`config.mk`:
```
export PLATFORM = sky130hd
export DESIGN_NAME = i2c_bus_clear
export DESIGN_NICKNAME = d
export VERILOG_FILES = /design/src/rtl/bus_clear_pkg.sv /design/src/rtl/line_sync.sv /design/src/rtl/phase_timer.sv /design/src/rtl/clear_fsm.sv /design/src/rtl/i2c_bus_clear.sv
export SDC_FILE = /design/constraint.sdc
export NUM_CORES = 1
export LEC_CHECK = 0
export CORE_MARGIN = 1
export CORE_UTILIZATION = 30
export CTS_BUF_LIST = sky130_fd_sc_hd__clkbuf_2 sky130_fd_sc_hd__clkbuf_4 sky130_fd_sc_hd__clkbuf_8
export DETAILED_ROUTE_END_ITERATION = 10
export SYNTH_ARGS = -nofsm -noshare
export SYNTH_HDL_FRONTEND = slang
export SYNTH_HIERARCHICAL = 1
export SYNTH_SLANG_ARGS = --single-unit
```
`constraint.sdc`:
```
create_clock -name clk -period 2.52 [get_ports clk]
set_input_delay 0.756 -clock clk [delete_from_list [all_inputs] [get_ports clk]]
set_output_delay 0.756 -clock clk [all_outputs]
set_load 0.01 [all_outputs]
```
`src/rtl/bus_clear_pkg.sv`:
```
package bus_clear_pkg;

  typedef enum logic [3:0] {
    ST_IDLE,
    ST_WAIT_SCL,
    ST_CHECK,
    ST_PRE,
    ST_LOW,
    ST_HIGH,
    ST_START,
    ST_SCL_LOW,
    ST_SCL_REL
  } clr_state_e;

  function automatic logic is_timed(clr_state_e s);
    return (s == ST_PRE) || (s == ST_LOW) || (s == ST_HIGH) ||
           (s == ST_START) || (s == ST_SCL_LOW) || (s == ST_SCL_REL);
  endfunction

endpackage

```
`src/rtl/line_sync.sv`:
```
module line_sync #(
  parameter int STAGES  = 2,
  parameter bit RST_VAL = 1'b1
) (
  input  logic clk,
  input  logic rst,
  input  logic d_i,
  output logic q_o
);
  logic [STAGES-1:0] chain_q;

  always_ff @(posedge clk) begin
    if (rst) chain_q <= {STAGES{RST_VAL}};
    else     chain_q <= {chain_q[STAGES-2:0], d_i};
  end

  assign q_o = chain_q[STAGES-1];
endmodule

```
`src/rtl/phase_timer.sv`:
```
module phase_timer #(
  parameter int CLK_PER_US = 50,
  parameter int PHASE_US   = 10
) (
  input  logic clk,
  input  logic rst,
  input  logic load_i,
  output logic expire_o
);
  localparam int PW = $clog2(CLK_PER_US + 1);
  localparam int UW = $clog2(PHASE_US + 1);
  localparam logic [PW-1:0] PRE_LAST = PW'(CLK_PER_US - 1);
  localparam logic [UW-1:0] US_LAST  = UW'(PHASE_US - 1);

  logic [PW-1:0] presc_q;
  logic [UW-1:0] us_q;
  logic          run_q;

  assign expire_o = run_q && (presc_q == PRE_LAST) && (us_q == US_LAST);

  always_ff @(posedge clk) begin
    if (rst) begin
      presc_q <= '0;
      us_q    <= '0;
      run_q   <= 1'b0;
    end else if (load_i) begin
      presc_q <= '0;
      us_q    <= '0;
      run_q   <= 1'b1;
    end else if (run_q) begin
      if (presc_q == PRE_LAST) begin
        presc_q <= '0;
        if (us_q == US_LAST) run_q <= 1'b0;
        else                 us_q  <= us_q + 1'b1;
      end else begin
        presc_q <= presc_q + 1'b1;
      end
    end
  end
endmodule

```
`src/rtl/clear_fsm.sv`:
```
module clear_fsm
  import bus_clear_pkg::*;
#(
  parameter int MAX_PULSES = 16
) (
  input  logic clk,
  input  logic rst,
  input  logic go_i,
  input  logic scl_s_i,
  input  logic sda_s_i,
  input  logic expire_i,
  output logic load_o,
  output logic scl_pull_o,
  output logic sda_pull_o,
  output logic busy_o,
  output logic done_o,
  output logic fail_o
);
  localparam int CW = $clog2(MAX_PULSES + 1);
  localparam logic [CW-1:0] CNT_MAX = CW'(MAX_PULSES);

  clr_state_e    state_q, state_d;
  logic [CW-1:0] cnt_q;
  logic          done_d, fail_d;

  always_comb begin
    state_d = state_q;
    done_d  = 1'b0;
    fail_d  = 1'b0;
    case (state_q)
      ST_IDLE:     if (go_i) state_d = ST_WAIT_SCL;
      ST_WAIT_SCL: if (scl_s_i) state_d = ST_CHECK;
      ST_CHECK: begin
        if (sda_s_i)              state_d = ST_START;
        else if (cnt_q == CNT_MAX) begin
          state_d = ST_IDLE;
          fail_d  = 1'b1;
        end else                  state_d = ST_PRE;
      end
      ST_PRE:      if (expire_i) state_d = ST_LOW;
      ST_LOW:      if (expire_i) state_d = ST_HIGH;
      ST_HIGH:     if (expire_i) state_d = ST_WAIT_SCL;
      ST_START:    if (expire_i) state_d = ST_SCL_LOW;
      ST_SCL_LOW:  if (expire_i) state_d = ST_SCL_REL;
      ST_SCL_REL: begin
        if (expire_i) begin
          state_d = ST_IDLE;
          done_d  = 1'b1;
        end
      end
      default:     state_d = ST_IDLE;
    endcase
  end

  // restart the phase timer on every entry into a timed state
  assign load_o = (state_d != state_q) && is_timed(state_d);

  always_ff @(posedge clk) begin
    if (rst) begin
      state_q    <= ST_IDLE;
      cnt_q      <= '0;
      scl_pull_o <= 1'b0;
      sda_pull_o <= 1'b0;
      busy_o     <= 1'b0;
      done_o     <= 1'b0;
      fail_o     <= 1'b0;
    end else begin
      state_q <= state_d;
      if (state_q == ST_IDLE && go_i)
        cnt_q <= '0;
      else if (state_q == ST_HIGH && expire_i)
        cnt_q <= cnt_q + 1'b1;
      scl_pull_o <= (state_d == ST_LOW) || (state_d == ST_SCL_LOW);
      sda_pull_o <= (state_d == ST_START) || (state_d == ST_SCL_LOW) ||
                    (state_d == ST_SCL_REL);
      busy_o     <= (state_d != ST_IDLE);
      done_o     <= done_d;
      fail_o     <= fail_d;
    end
  end
endmodule

```
`src/rtl/i2c_bus_clear.sv`:
```
module i2c_bus_clear #(
  parameter int CLK_PER_US = 50,
  parameter int PHASE_US   = 10,
  parameter int MAX_PULSES = 16,
  parameter int SYNC_STAGES = 2
) (
  input  logic clk,
  input  logic rst,
  input  logic go_i,
  input  logic scl_i,
  input  logic sda_i,
  output logic scl_pull_o,
  output logic sda_pull_o,
  output logic busy_o,
  output logic done_o,
  output logic fail_o
);
  localparam int NLINES = 2;

  logic [NLINES-1:0] raw_lines, sync_lines;
  logic              tmr_load, tmr_expire;

  assign raw_lines = {sda_i, scl_i};

  for (genvar i = 0; i < NLINES; i++) begin : g_sync
    line_sync #(.STAGES(SYNC_STAGES), .RST_VAL(1'b1)) u_sync (
      .clk (clk),
      .rst (rst),
      .d_i (raw_lines[i]),
      .q_o (sync_lines[i])
    );
  end

  phase_timer #(.CLK_PER_US(CLK_PER_US), .PHASE_US(PHASE_US)) u_timer (
    .clk      (clk),
    .rst      (rst),
    .load_i   (tmr_load),
    .expire_o (tmr_expire)
  );

  clear_fsm #(.MAX_PULSES(MAX_PULSES)) u_fsm (
    .clk        (clk),
    .rst        (rst),
    .go_i       (go_i),
    .scl_s_i    (sync_lines[0]),
    .sda_s_i    (sync_lines[1]),
    .expire_i   (tmr_expire),
    .load_o     (tmr_load),
    .scl_pull_o (scl_pull_o),
    .sda_pull_o (sda_pull_o),
    .busy_o     (busy_o),
    .done_o     (done_o),
    .fail_o     (fail_o)
  );
endmodule

```
==> out/results.ini <==
[global_routing]
antenna_found_initial=0
grtUsageTotal_pct=12.0
grt_pass1_wl_mm=5.00
grt_start_max_net_pins=20
grt_pass1_vias=1102
grt_overflow=0

[timing]
period_minus_slack_ns=2.38
setup_slack_ns=0.141
worst_slew_pin_slew_ns=0.635
drv_slew=0
hold_viol_final=0
fin_crit_sh_pct=94.4
fin_tns_setup_ns=0
slew-limit-headroom_pct=57.6
setup_violations=0
grt_setup_unrepaired=false
fmax_mhz=420
skew_ns=0.00540

[critical_path]
cpLargestDelayFamily=compound AO/OA/AOI/OAI gates
critPathRequiredTime_ns=2.68
path_cells=clkdlybuf4s50_1 > nor4b_1 > a31oi_1 > a211o_1 > a32oi_1 > nor2_1 > o21ai_2 > nor2_1
cp.arrival_ns=2.54
max_stage_delay_ns=0.48
cp-start-kind=primary input
cpMaxStageDelayCell=clkdlybuf4s50_1
cp_common_cell=nor2_1
worstSetupEndpointType=register
critical_path_buf_inv_count=1
critical_path_peak_fanout=4
critPathKind=primary input to register

[power]
power.leakage_nw=0.678
ir_worst_vdd_mv=0.358
p_int_mw=0.823
power.total_mw=1.12
p_comb_share_pct=16.9
power_switching_mw=0.300
seqPwrFrac_pct=45.9
clock_power_share_pct=37.2
p_per_area_nw_per_um2=605
switching_share_pct=26.7

[drt]
drt-met1-wl_mm=1.51
drt_first_pass_iters=4
totalWireLength_mm=2.95
vias_per_cell=4.84
first_iter_violations=44
vias=1243
detail-route-antenna-nets=0
wl_met3_um=115
drc=0
highest-signal-layer=met4
wl_met2_mm=1.31
post_drt_wl_per_cell_um=11.5

[synthesis]
netlist_area_um2=1550
synth_top_cell_area_share_pct=37.4
synth_flop_cell=dfxtp_1
yosys_warnings=6
synth_fp_nets=182
ys_seq_area_share_pct=37.4
ys_async_sr_fraction_pct=0
synth_edf_count=0
synth_top_cell_by_area=dfxtp_1
ys_top_cells_by_area=dfxtp_1 (37%), ha_1 (4.8%), nor2_1 (3.6%)
synthCells=171
ys_seq_elements=29
ys_types=52
avgSynthCellArea_um2=9.08

[finish]
mostFrequentLayoutCell=dfxtp_1
diodes=0
finalNonFillerCells=257
drive_above_1_share_pct=16.8
synthToLayoutAreaGrowth_pct=19.6
nFillCells=499
stdcell_area_um2=1860
mostFrequentLayoutCells=dfxtp_1 (29), nor2_1 (15), nand2_1 (11), buf_4 (11), inv_1 (10)
nNetsFinal=200

[cts]
cts.sinks=29
h-tree-depth=2
clk_pin_slew_worst_paths_ns=0.06
clk_latency_ns=0.27
cts_buffers=5
cts_tree=done
root_buffer=clkbuf_8
cts_buffer_depth=2

[die]
die_h_um=73.9
ios=10
die_w_um=73.9
initial_utilization_pct=32.0
core_area_um2=4850
dieArea_um2=5470
rows=25

[placed_design]
dpl-instance-area_um2=1730
gp_congestion=0.851
post-place-ws_ns=-0.221
port_buffers=9
placed_cells=246
hpwlAfterDp_mm=2.07

[min_path]
hold_path_class=register to register

[run_status]
status=finished clean

[job]
maxCapViolations=0

[registers in the layout, summed over array words and instances (netlist names)]
register               flops
u_timer/presc_q            6
u_fsm/sda_pull_o           1
u_fsm/scl_pull_o           1
u_timer/run_q              1
u_fsm/state_q              4
u_fsm/cnt_q                5
u_fsm/busy_o               1
u_fsm/fail_o               1
g_sync.u_sync/chain_q      4
u_timer/us_q               4
u_fsm/done_o               1
[cells by family after synthesis]
group / share of synthesized area [%]
simple gates: 28.4
compound gates: 17.5
flops: 37.4
buf+inv: 6.12
xor+xnor: 4.51
fa+ha+maj: 4.83
mux: 1.29
[stage by stage]
step | utilization [%] | hold WS, ns
6_report | 38.3 | 0.410
5_1_grt | 38.3 | 0.438
4_1_cts | 37.8 | 0.413
3_5_place_dp | 35.7 | 0.394
3_3_place_gp | 35.7 | 0.389
2_1_floorplan | - | 0.383
[Yosys cell counts (all sizes together), types with 3 or more instances]
cell type / count
or2: 5
nor2: 15
xnor2: 4
buf: 8
nand3: 3
xor2: 4
a31o: 3
nor3: 3
inv: 10
o21ai: 10
o31ai: 3
ha: 6
dfxtp: 29
or3: 4
nor2b: 3
a31oi: 3
nand4: 3
nor4b: 4
a21oi: 9
nand2: 11
nand2b: 4
[routing by layer]
metal,vias to the layer above,GRT usage [%]
met4,0,5.13
li1,645,-
met1,575,15.9
met5,-,0
met3,2,3.25
met2,21,18.5
[what timing repair did]
item / 4_1_cts / 5_1_grt
hold buffers: 0 / 0
setup buffers: 0 / 3
setup endpoints to repair: 0 / 10
resized for setup: 0 / 2
[worst paths after layout]
check / startpoint / to / slack, ns / cells after the start
setup / recovery: go_i / u_timer/presc_q[4] / 0.14 / 8
hold / removal: g_sync[0].u_sync/chain_q[0] / g_sync[0].u_sync/chain_q[1] / 0.41 / 1
setup reg to reg: u_timer/us_q[0] / u_timer/presc_q[4] / 0.19 / 10
hold reg to reg: g_sync[0].u_sync/chain_q[0] / g_sync[0].u_sync/chain_q[1] / 0.41 / 1
[power groups by stage]
stage / combinational, mW / clock [mW] / sequential (mW)
global placement: 0.185 / 0 / 0.526
finish: 0.189 / 0.418 / 0.516
global route: 0.209 / 0.448 / 0.520
CTS: 0.187 / 0.436 / 0.516
floorplan: 0.149 / 0 / 0.504
detailed placement: 0.186 / 0 / 0.526
[area by class of cell]
class                      instances  area, um^2  area share [%]
multi-input combinational        123         881            47.4
timing repair buffer              20         173            9.30
clock buffer                       7        96.3            5.19
inverter                          10        37.5            2.02
sequential                        29         581            31.3
tap                               67        83.8            4.51
clock inverter                     1        5.00           0.270
[worst register-to-register path, cell delays in order (launching register included)]
cell      delay [ns]
dfxtp_1         0.39
ha_1            0.18
nand3b_1        0.10
nor3_1          0.21
buf_4           0.20
a21boi_0        0.12
o32a_1          0.39
a32oi_1         0.29
nor2_1          0.13
o21ai_2         0.13
nor2_1          0.07
Power figures use the tool's default switching activity.
